File: config.mk
export PLATFORM = sky130hd
export DESIGN_NAME = prot_fault_sup
export DESIGN_NICKNAME = d
export VERILOG_FILES = /design/src/rtl/prot_pkg.sv /design/src/rtl/cs_event_counter.sv /design/src/rtl/ov_persist.sv /design/src/rtl/fault_sequencer.sv /design/src/rtl/prot_fault_sup.sv
export SDC_FILE = /design/constraint.sdc
export NUM_CORES = 1
export LEC_CHECK = 0
export BUFFER_PORTS_ARGS = -buffer_cell sky130_fd_sc_hd__clkbuf_2
export CAP_MARGIN = 20
export CORE_MARGIN = 2
export CORE_UTILIZATION = 54
export DETAILED_ROUTE_END_ITERATION = 10
export GPL_TIMING_DRIVEN = 0
export PLACE_DENSITY_LB_ADDON = 0.12
export SLEW_MARGIN = 20
export SYNTH_ARGS = -nofsm -noshare
export SYNTH_HDL_FRONTEND = slang
export SYNTH_SLANG_ARGS = --single-unit
export TNS_END_PERCENT = 20
File: constraint.sdc
create_clock -name clk -period 2 [get_ports clk]
set_input_delay 0.1 -clock clk [delete_from_list [all_inputs] [get_ports clk]]
set_output_delay 0.1 -clock clk [all_outputs]
set_load 0.05 [all_outputs]
File: src/rtl/prot_pkg.sv
package prot_pkg;

  typedef enum logic [2:0] {
    FLT_NONE = 3'd0,
    FLT_OC   = 3'd1,
    FLT_SC   = 3'd2,
    FLT_OV   = 3'd3,
    FLT_OT   = 3'd4
  } fault_e;

  typedef enum logic [1:0] {
    SEQ_RUN   = 2'd0,
    SEQ_RETRY = 2'd1,
    SEQ_HOLD  = 2'd2
  } seq_e;

  // trip vector bit order: 3 thermal, 2 over-voltage, 1 short-circuit, 0 over-current
  function automatic fault_e pick_fault(input logic [3:0] trips);
    if (trips[3])      return FLT_OT;
    else if (trips[2]) return FLT_OV;
    else if (trips[1]) return FLT_SC;
    else if (trips[0]) return FLT_OC;
    else               return FLT_NONE;
  endfunction

  function automatic logic class_latched(input fault_e f, input logic [3:0] cfg);
    case (f)
      FLT_OC:  return cfg[0];
      FLT_SC:  return cfg[1];
      FLT_OV:  return cfg[2];
      FLT_OT:  return cfg[3];
      default: return 1'b0;
    endcase
  endfunction

endpackage

File: src/rtl/cs_event_counter.sv
module cs_event_counter #(
  parameter int BLANK_CYC = 23,
  parameter int CNT_W     = 4
) (
  input  logic             clk,
  input  logic             rst_n,
  input  logic             clr,
  input  logic             gate_on,
  input  logic             cmp,
  input  logic [CNT_W-1:0] limit,
  output logic             trip
);
  localparam int BW = $clog2(BLANK_CYC + 2);

  logic [BW-1:0]    blank_cnt;
  logic             gate_d;
  logic             seen;
  logic [CNT_W-1:0] run_cnt;

  // named internal events
  logic             blank_done;
  logic             evt_qual;
  logic             cyc_end;
  logic [CNT_W-1:0] eff_lim;

  assign blank_done = (blank_cnt == BW'(BLANK_CYC));
  assign evt_qual   = gate_on & cmp & blank_done & ~clr;
  assign cyc_end    = gate_d & ~gate_on;
  assign eff_lim    = (limit == '0) ? CNT_W'(1) : limit;
  assign trip       = cyc_end & seen & ~clr & (run_cnt == eff_lim - CNT_W'(1));

  // blanking window measured from each turn-on
  always_ff @(posedge clk or negedge rst_n) begin
    if (!rst_n) begin
      blank_cnt <= '0;
      gate_d    <= 1'b0;
    end else begin
      gate_d <= gate_on;
      if (!gate_on)        blank_cnt <= '0;
      else if (!blank_done) blank_cnt <= blank_cnt + BW'(1);
    end
  end

  // one count step per switching cycle, run broken by a clean cycle
  always_ff @(posedge clk or negedge rst_n) begin
    if (!rst_n) begin
      seen    <= 1'b0;
      run_cnt <= '0;
    end else if (clr) begin
      seen    <= 1'b0;
      run_cnt <= '0;
    end else if (cyc_end) begin
      seen <= 1'b0;
      if (seen && !trip) run_cnt <= run_cnt + CNT_W'(1);
      else               run_cnt <= '0;
    end else if (evt_qual) begin
      seen <= 1'b1;
    end
  end

  if (BLANK_CYC > 0) begin : g_blank_chk
    // R1 (R2 on the short-circuit channel): turn-on sample never qualifies
    assert_blank_window_R1: assert property (@(posedge clk) disable iff (!rst_n)
      $rose(gate_on) |-> !evt_qual);
  end

  // R4 (R3 on the short-circuit channel): the run stays below its limit
  assert_run_below_limit_R4: assert property (@(posedge clk) disable iff (!rst_n)
    run_cnt < eff_lim);

endmodule

File: src/rtl/ov_persist.sv
module ov_persist #(
  parameter int DELAY = 35
) (
  input  logic clk,
  input  logic rst_n,
  input  logic clr,
  input  logic ov_flag,
  output logic ov_trip
);
  localparam int OW = $clog2(DELAY + 1);

  logic [OW-1:0] hi_cnt;

  assign ov_trip = ov_flag & ~clr & (hi_cnt == OW'(DELAY - 1));

  always_ff @(posedge clk or negedge rst_n) begin
    if (!rst_n)                hi_cnt <= '0;
    else if (clr || !ov_flag)  hi_cnt <= '0;
    else if (!ov_trip)         hi_cnt <= hi_cnt + OW'(1);
  end

  if (DELAY > 1) begin : g_ov_chk
    // a low sample forbids acceptance on the next edge
    assert_ov_needs_level_R5: assert property (@(posedge clk) disable iff (!rst_n)
      !ov_flag |=> !ov_trip);
  end

endmodule

File: src/rtl/fault_sequencer.sv
module fault_sequencer
  import prot_pkg::*;
#(
  parameter int RESTART_CYC = 1600
) (
  input  logic       clk,
  input  logic       rst_n,
  input  logic       vcc_reset,
  input  logic [3:0] trips,
  input  logic [3:0] latch_cfg,
  output logic       drv_inhibit,
  output logic [2:0] fault_code,
  output logic       restart_req
);
  localparam int TW = $clog2(RESTART_CYC + 1);

  seq_e          state;
  fault_e        code_q;
  logic [TW-1:0] timer;

  // named internal events
  fault_e        new_fault;
  logic          any_trip;
  logic          timer_done;

  assign new_fault   = pick_fault(trips);
  assign any_trip    = |trips;
  assign timer_done  = (timer == TW'(RESTART_CYC - 1));
  assign drv_inhibit = (state != SEQ_RUN);
  assign fault_code  = code_q;

  always_ff @(posedge clk or negedge rst_n) begin
    if (!rst_n) begin
      state       <= SEQ_RUN;
      code_q      <= FLT_NONE;
      timer       <= '0;
      restart_req <= 1'b0;
    end else begin
      restart_req <= 1'b0;
      if (vcc_reset) begin
        state  <= SEQ_RUN;
        code_q <= FLT_NONE;
        timer  <= '0;
      end else begin
        case (state)
          SEQ_RUN: if (any_trip) begin
            code_q <= new_fault;
            timer  <= '0;
            state  <= class_latched(new_fault, latch_cfg) ? SEQ_HOLD : SEQ_RETRY;
          end
          SEQ_RETRY: if (timer_done) begin
            state       <= SEQ_RUN;
            code_q      <= FLT_NONE;
            restart_req <= 1'b1;
          end else begin
            timer <= timer + TW'(1);
          end
          default: ;
        endcase
      end
    end
  end

  assert_trip_inhibits_R6: assert property (@(posedge clk) disable iff (!rst_n)
    (state == SEQ_RUN && any_trip && !vcc_reset) |=> drv_inhibit);

  assert_thermal_first_R7: assert property (@(posedge clk) disable iff (!rst_n)
    (state == SEQ_RUN && trips[3] && !vcc_reset) |=> fault_code == FLT_OT);

  assert_code_tracks_inhibit_R7: assert property (@(posedge clk) disable iff (!rst_n)
    drv_inhibit == (fault_code != FLT_NONE));

  assert_restart_single_R9: assert property (@(posedge clk) disable iff (!rst_n)
    restart_req |=> !restart_req);

  assert_restart_released_R9: assert property (@(posedge clk) disable iff (!rst_n)
    restart_req |-> !drv_inhibit);

  assert_supply_clears_R10: assert property (@(posedge clk) disable iff (!rst_n)
    vcc_reset |=> (!drv_inhibit && fault_code == FLT_NONE));

  assert_hold_stable_R12: assert property (@(posedge clk) disable iff (!rst_n)
    (state == SEQ_HOLD && !vcc_reset) |=> (drv_inhibit && $stable(fault_code)));

endmodule

File: src/rtl/prot_fault_sup.sv
module prot_fault_sup #(
  parameter bit FAST_BLANK    = 1'b0,
  parameter int OC_BLANK_STD  = 23,
  parameter int OC_BLANK_FAST = 14,
  parameter int SC_BLANK_STD  = 17,
  parameter int SC_BLANK_FAST = 8,
  parameter int SC_LIMIT      = 5,
  parameter int CNT_W         = 4,
  parameter int OV_DELAY      = 35,
  parameter int RESTART_CYC   = 1600
) (
  input  logic             clk,
  input  logic             rst_n,
  input  logic             gate_on,
  input  logic             oc_cmp,
  input  logic             sc_cmp,
  input  logic             ov_flag,
  input  logic             ot_flag,
  input  logic             vcc_reset,
  input  logic [3:0]       latch_cfg,
  input  logic [CNT_W-1:0] oc_limit,
  output logic             drv_inhibit,
  output logic [2:0]       fault_code,
  output logic             restart_req
);
  localparam int OC_BLANK = FAST_BLANK ? OC_BLANK_FAST : OC_BLANK_STD;
  localparam int SC_BLANK = FAST_BLANK ? SC_BLANK_FAST : SC_BLANK_STD;

  logic       clr_all;
  logic [1:0] cmp_vec;
  logic [1:0] ch_trip;
  logic       ov_trip;
  logic [3:0] trips;

  assign clr_all = drv_inhibit | vcc_reset;
  assign cmp_vec = {sc_cmp, oc_cmp};

  // channel 0 over-current, channel 1 short-circuit
  for (genvar ch = 0; ch < 2; ch++) begin : g_ch
    localparam int BLK = (ch == 0) ? OC_BLANK : SC_BLANK;
    logic [CNT_W-1:0] lim;
    assign lim = (ch == 0) ? oc_limit : CNT_W'(SC_LIMIT);

    cs_event_counter #(
      .BLANK_CYC(BLK),
      .CNT_W    (CNT_W)
    ) u_cnt (
      .clk    (clk),
      .rst_n  (rst_n),
      .clr    (clr_all),
      .gate_on(gate_on),
      .cmp    (cmp_vec[ch]),
      .limit  (lim),
      .trip   (ch_trip[ch])
    );
  end

  ov_persist #(
    .DELAY(OV_DELAY)
  ) u_ov (
    .clk    (clk),
    .rst_n  (rst_n),
    .clr    (clr_all),
    .ov_flag(ov_flag),
    .ov_trip(ov_trip)
  );

  assign trips = {ot_flag, ov_trip, ch_trip[1], ch_trip[0]};

  fault_sequencer #(
    .RESTART_CYC(RESTART_CYC)
  ) u_seq (
    .clk        (clk),
    .rst_n      (rst_n),
    .vcc_reset  (vcc_reset),
    .trips      (trips),
    .latch_cfg  (latch_cfg),
    .drv_inhibit(drv_inhibit),
    .fault_code (fault_code),
    .restart_req(restart_req)
  );

endmodule

==> impl_results.md <==
- Sink Count: 44
- WP data arrival: ~2.3 ns
- Die width: 72.6 um
- Leakage: 1.30 nW
- Maximum clock frequency: 483 MHz
- Detail Route met2 WL: 2650 um
- Die Span Y: 72.6 um
- Ys async rst share: 100%
- Drc violations: 0
- GP Congestion: about 0.85
- Die ar.: about 5300 um2
- Diodes inserted: 0
- Worst VDD drop: 0.412 mV
- Maxcap violations: 0
- Hold Violations, Final: 0
- Distinct cell type count after synthesis: 51
- Worst slew pin tran: 0.580 ns
- Final ANT Viol Nets: 0
- Filler instances: 362
- Final min period: 2.07 ns
- Multi-input logic area: 1480 um2
- TritonCTS clock tree: done
- Detailed-route wire length: ~5400 um
- Sw power: between 0.5 and 0.6 mW
- Startpoint types: flop
- Longest Clk Path Bufs: 2
- RSZ-0062 raised after global routing: yes
- PortBufs: 20
- Critical path type: flop to flop
- Num CTS Buffers: 5
- Row cnt: 24
- YS warnings: 0
- # setup viols final: 4
- Remaining Overflow, GRT: 0
- Initial Util: 57.2%
- H-tree depth: 2
- TritonRoute pass-1 iters: 4
- Core Util, Final: 67.2%
- Syn-to-layout area delta: 17.5%
- Clk Latency, worst-skew pair: roughly 0.30 ns
- Total Negative Setup Slacks: -0.193 ns
- Final net count: 333
- CP required: 2.20 ns
- Largest net degree at the start of global routing: 29
- FF+latch count, synth: 44
- Core footprint: roughly 4400 um2
- Top Metal Used: met4
- Register area share after synthesis: between 40% and 50%
- Prevailing post-synth register cell: dfrtp_1
- Dpl hpwl: 3630 um
- Reg area: ~1100 um2
- Comb pwr share: 20.1%
- Internal: between 1 and 1.5 mW
- Root Driver: clkbuf_8
- Post-Syn Area: 2540 um2
- Vias/cell: 5.91
- Hold Crit Class: input pin to flop
- Met3 WL post-DR: ~180 um
- Clk pin slew, worst setup/hold paths: 0.08 ns
- Met1 Routed Length: 2450 um
- Critical Path End Type: flop
- Violations in the final reports: setup timing
- Wire per inst: 15.0 um
- Slew HR: around three fifths
- Clock share of power: 28.6%
- Post-Synthesis Cells: 271
- Clock Skew: 0.0101 ns
- All-Layer GR Usage: between 20 and 25%
- Pwr/cell area: 624 nW/um2
- Fin. max-slew vios: 0
- DR iter-0 viols: 170
- Worst setup margin: -0.0683 ns
- Final hold slack: 0.137 ns
- Period utilisation layout: 103%
- Syn Area/Cell: about 9.4 um2
- Sw frac: 30.0%
- First-pass GRT wire length: 9160 um
- I/O pin cnt: 21
- Via count: 2121
- Outcome: complete, but fails checks
- Initial antenna violation count: 0
- Post-synth EDFFs: 0
- Share of cells above drive strength 1: 22.1%
- Synthesized Nets: 297
- Vias in the first global route: 2011
- Worst-path maximum fanout: 4
- Reg power frac: 51.4%
-- power by group through the flow --
stage / clock [mW] / combinational [mW] / sequential, mW
after floorplan: 0 / 0.217 / 0.979
after global placement: 0 / 0.316 / 0.973
after detailed placement: 0 / 0.325 / 0.974
after CTS: 0.548 / 0.355 / 0.954
after global routing: 0.590 / 0.415 / 0.963
final: 0.533 / 0.374 / 0.958
-- area by class of cell --
type	count	share of cell area, %
Sequential cell	44	36.9
Multi-Input combinational cell	210	49.6
Clock inverter	1	0.168
Clock buffer	6	2.43
Inverter	10	1.26
Tap cell	52	2.18
Timing Repair Buffer	30	6.45
Buffer	6	1.05
-- per-stage QoR --
| step | total power, mW | setup slack, ns | std cells | cell area (um2) |
|---|---|---|---|---|
| 3_3_place_gp | 1.29 | -0.206 | 343 | 2720 |
| 4_1_cts | 1.86 | -0.0312 | 357 | 2920 |
| 5_1_grt | 1.97 | -0.123 | 359 | 2990 |
| 6_report | 1.87 | -0.0683 | 359 | 2990 |
| 2_1_floorplan | 1.20 | 0.00894 | 271 | 2560 |
| 3_5_place_dp | 1.30 | -0.298 | 344 | 2740 |
-- cell families (layout without fill, tap and decap cells) --
logic type      after synthesis  after routing  synth area share, %
simple gates                120            120                 25.1
compound gates               59             59                 15.8
flops                        44             44                 43.3
buf+inv                      17             53                 3.15
xor+xnor                     15             15                 5.17
fa+ha+maj                    10             10                 4.92
mux                           6              6                 2.56
-- cells in the final DEF, fill, tap and decap left out, types with 8 or more instances in the layout --
cell / n
dfrtp_1: 43
nor2_1: 30
nand2_1: 21
clkbuf_2: 20
o21ai_0: 15
nand3_1: 12
inv_1: 10
a21oi_1: 9
ha_1: 9
xor2_1: 8
-- worst paths after layout --
path / from / to / slack, ns / depth (start not counted)
max: u_seq.timer[1]$_DFFE_PN0P_ / u_seq.fault_code[1]$_DFFE_PN0P_ / -0.07 / 7
min: sc_cmp / g_ch[1].u_cnt.seen$_DFFE_PN0P_ / 0.14 / 4
max reg2reg: u_seq.timer[1]$_DFFE_PN0P_ / u_seq.fault_code[1]$_DFFE_PN0P_ / -0.07 / 7
min reg2reg: g_ch[1].u_cnt.run_cnt[3]$_DFFE_PN0N_ / g_ch[1].u_cnt.run_cnt[3]$_DFFE_PN0N_ / 0.48 / 1
max in group asynchronous: rst_n / u_seq.state[0]$_DFFE_PN0P_ / 1.22 / 3
min in group asynchronous: rst_n / u_seq.timer[10]$_DFFE_PN0P_ / 0.27 / 2
-- per-layer routing --
metal	global-route usage, %	vias up
li1	-	1030
met1	29.9	1043
met2	36.5	39
met3	4.70	9
met4	7.61	0
met5	0	-
-- synthesized netlist by cell type, types with 3 or more instances --
| cell | n | area share, % |
|---|---|---|
| a21o_1 | 3 | 0.89 |
| a21oi_1 | 10 | 2.0 |
| a22oi_1 | 3 | 0.89 |
| and2_1 | 6 | 1.5 |
| and3_1 | 3 | 0.74 |
| clkbuf_1 | 4 | 0.59 |
| dfrtp_1 | 44 | 43 |
| ha_1 | 10 | 4.9 |
| inv_1 | 10 | 1.5 |
| mux2_2 | 4 | 1.8 |
| nand2_1 | 23 | 3.4 |
| nand2b_1 | 7 | 1.7 |
| nand3_1 | 13 | 2.6 |
| nand3b_1 | 5 | 1.5 |
| nand4b_1 | 3 | 1.0 |
| nor2_1 | 33 | 4.9 |
| nor2b_1 | 5 | 1.2 |
| nor3_1 | 6 | 1.2 |
| o21ai_0 | 16 | 3.2 |
| o22a_1 | 5 | 1.7 |
| o2bb2ai_1 | 4 | 1.4 |
| or2_2 | 3 | 0.74 |
| xnor2_1 | 7 | 2.4 |
| xor2_1 | 8 | 2.8 |
-- registers in the layout, summed over array words and instances, names as in the netlist --
register              cells
u_seq.timer              11
g_ch.u_cnt.blank_cnt     10
g_ch.u_cnt.run_cnt        8
u_ov.hi_cnt               6
u_seq.fault_code          3
g_ch.u_cnt.seen           2
u_seq.state               2
g_ch.u_cnt.gate_d         1
u_seq.restart_req         1
-- worst max-delay path: stages, from the launching register on --
cell and delay [ns]:
dfrtp_1 0.41, ha_4 0.18, nand3_4 0.09, or2_4 0.26
or4b_4 0.53, a21oi_2 0.15, o22ai_2 0.11, a32o_1 0.24
-- repair_timing --
action	in CTS	in global routing
gates resized for setup	15	9
hold endpoints to repair	17	0
hold buffers	2	0
buffers inserted	5	2
pin swaps	7	3
endpoints found under the setup margin	16	16
Power figures use the tool's default switching activity.
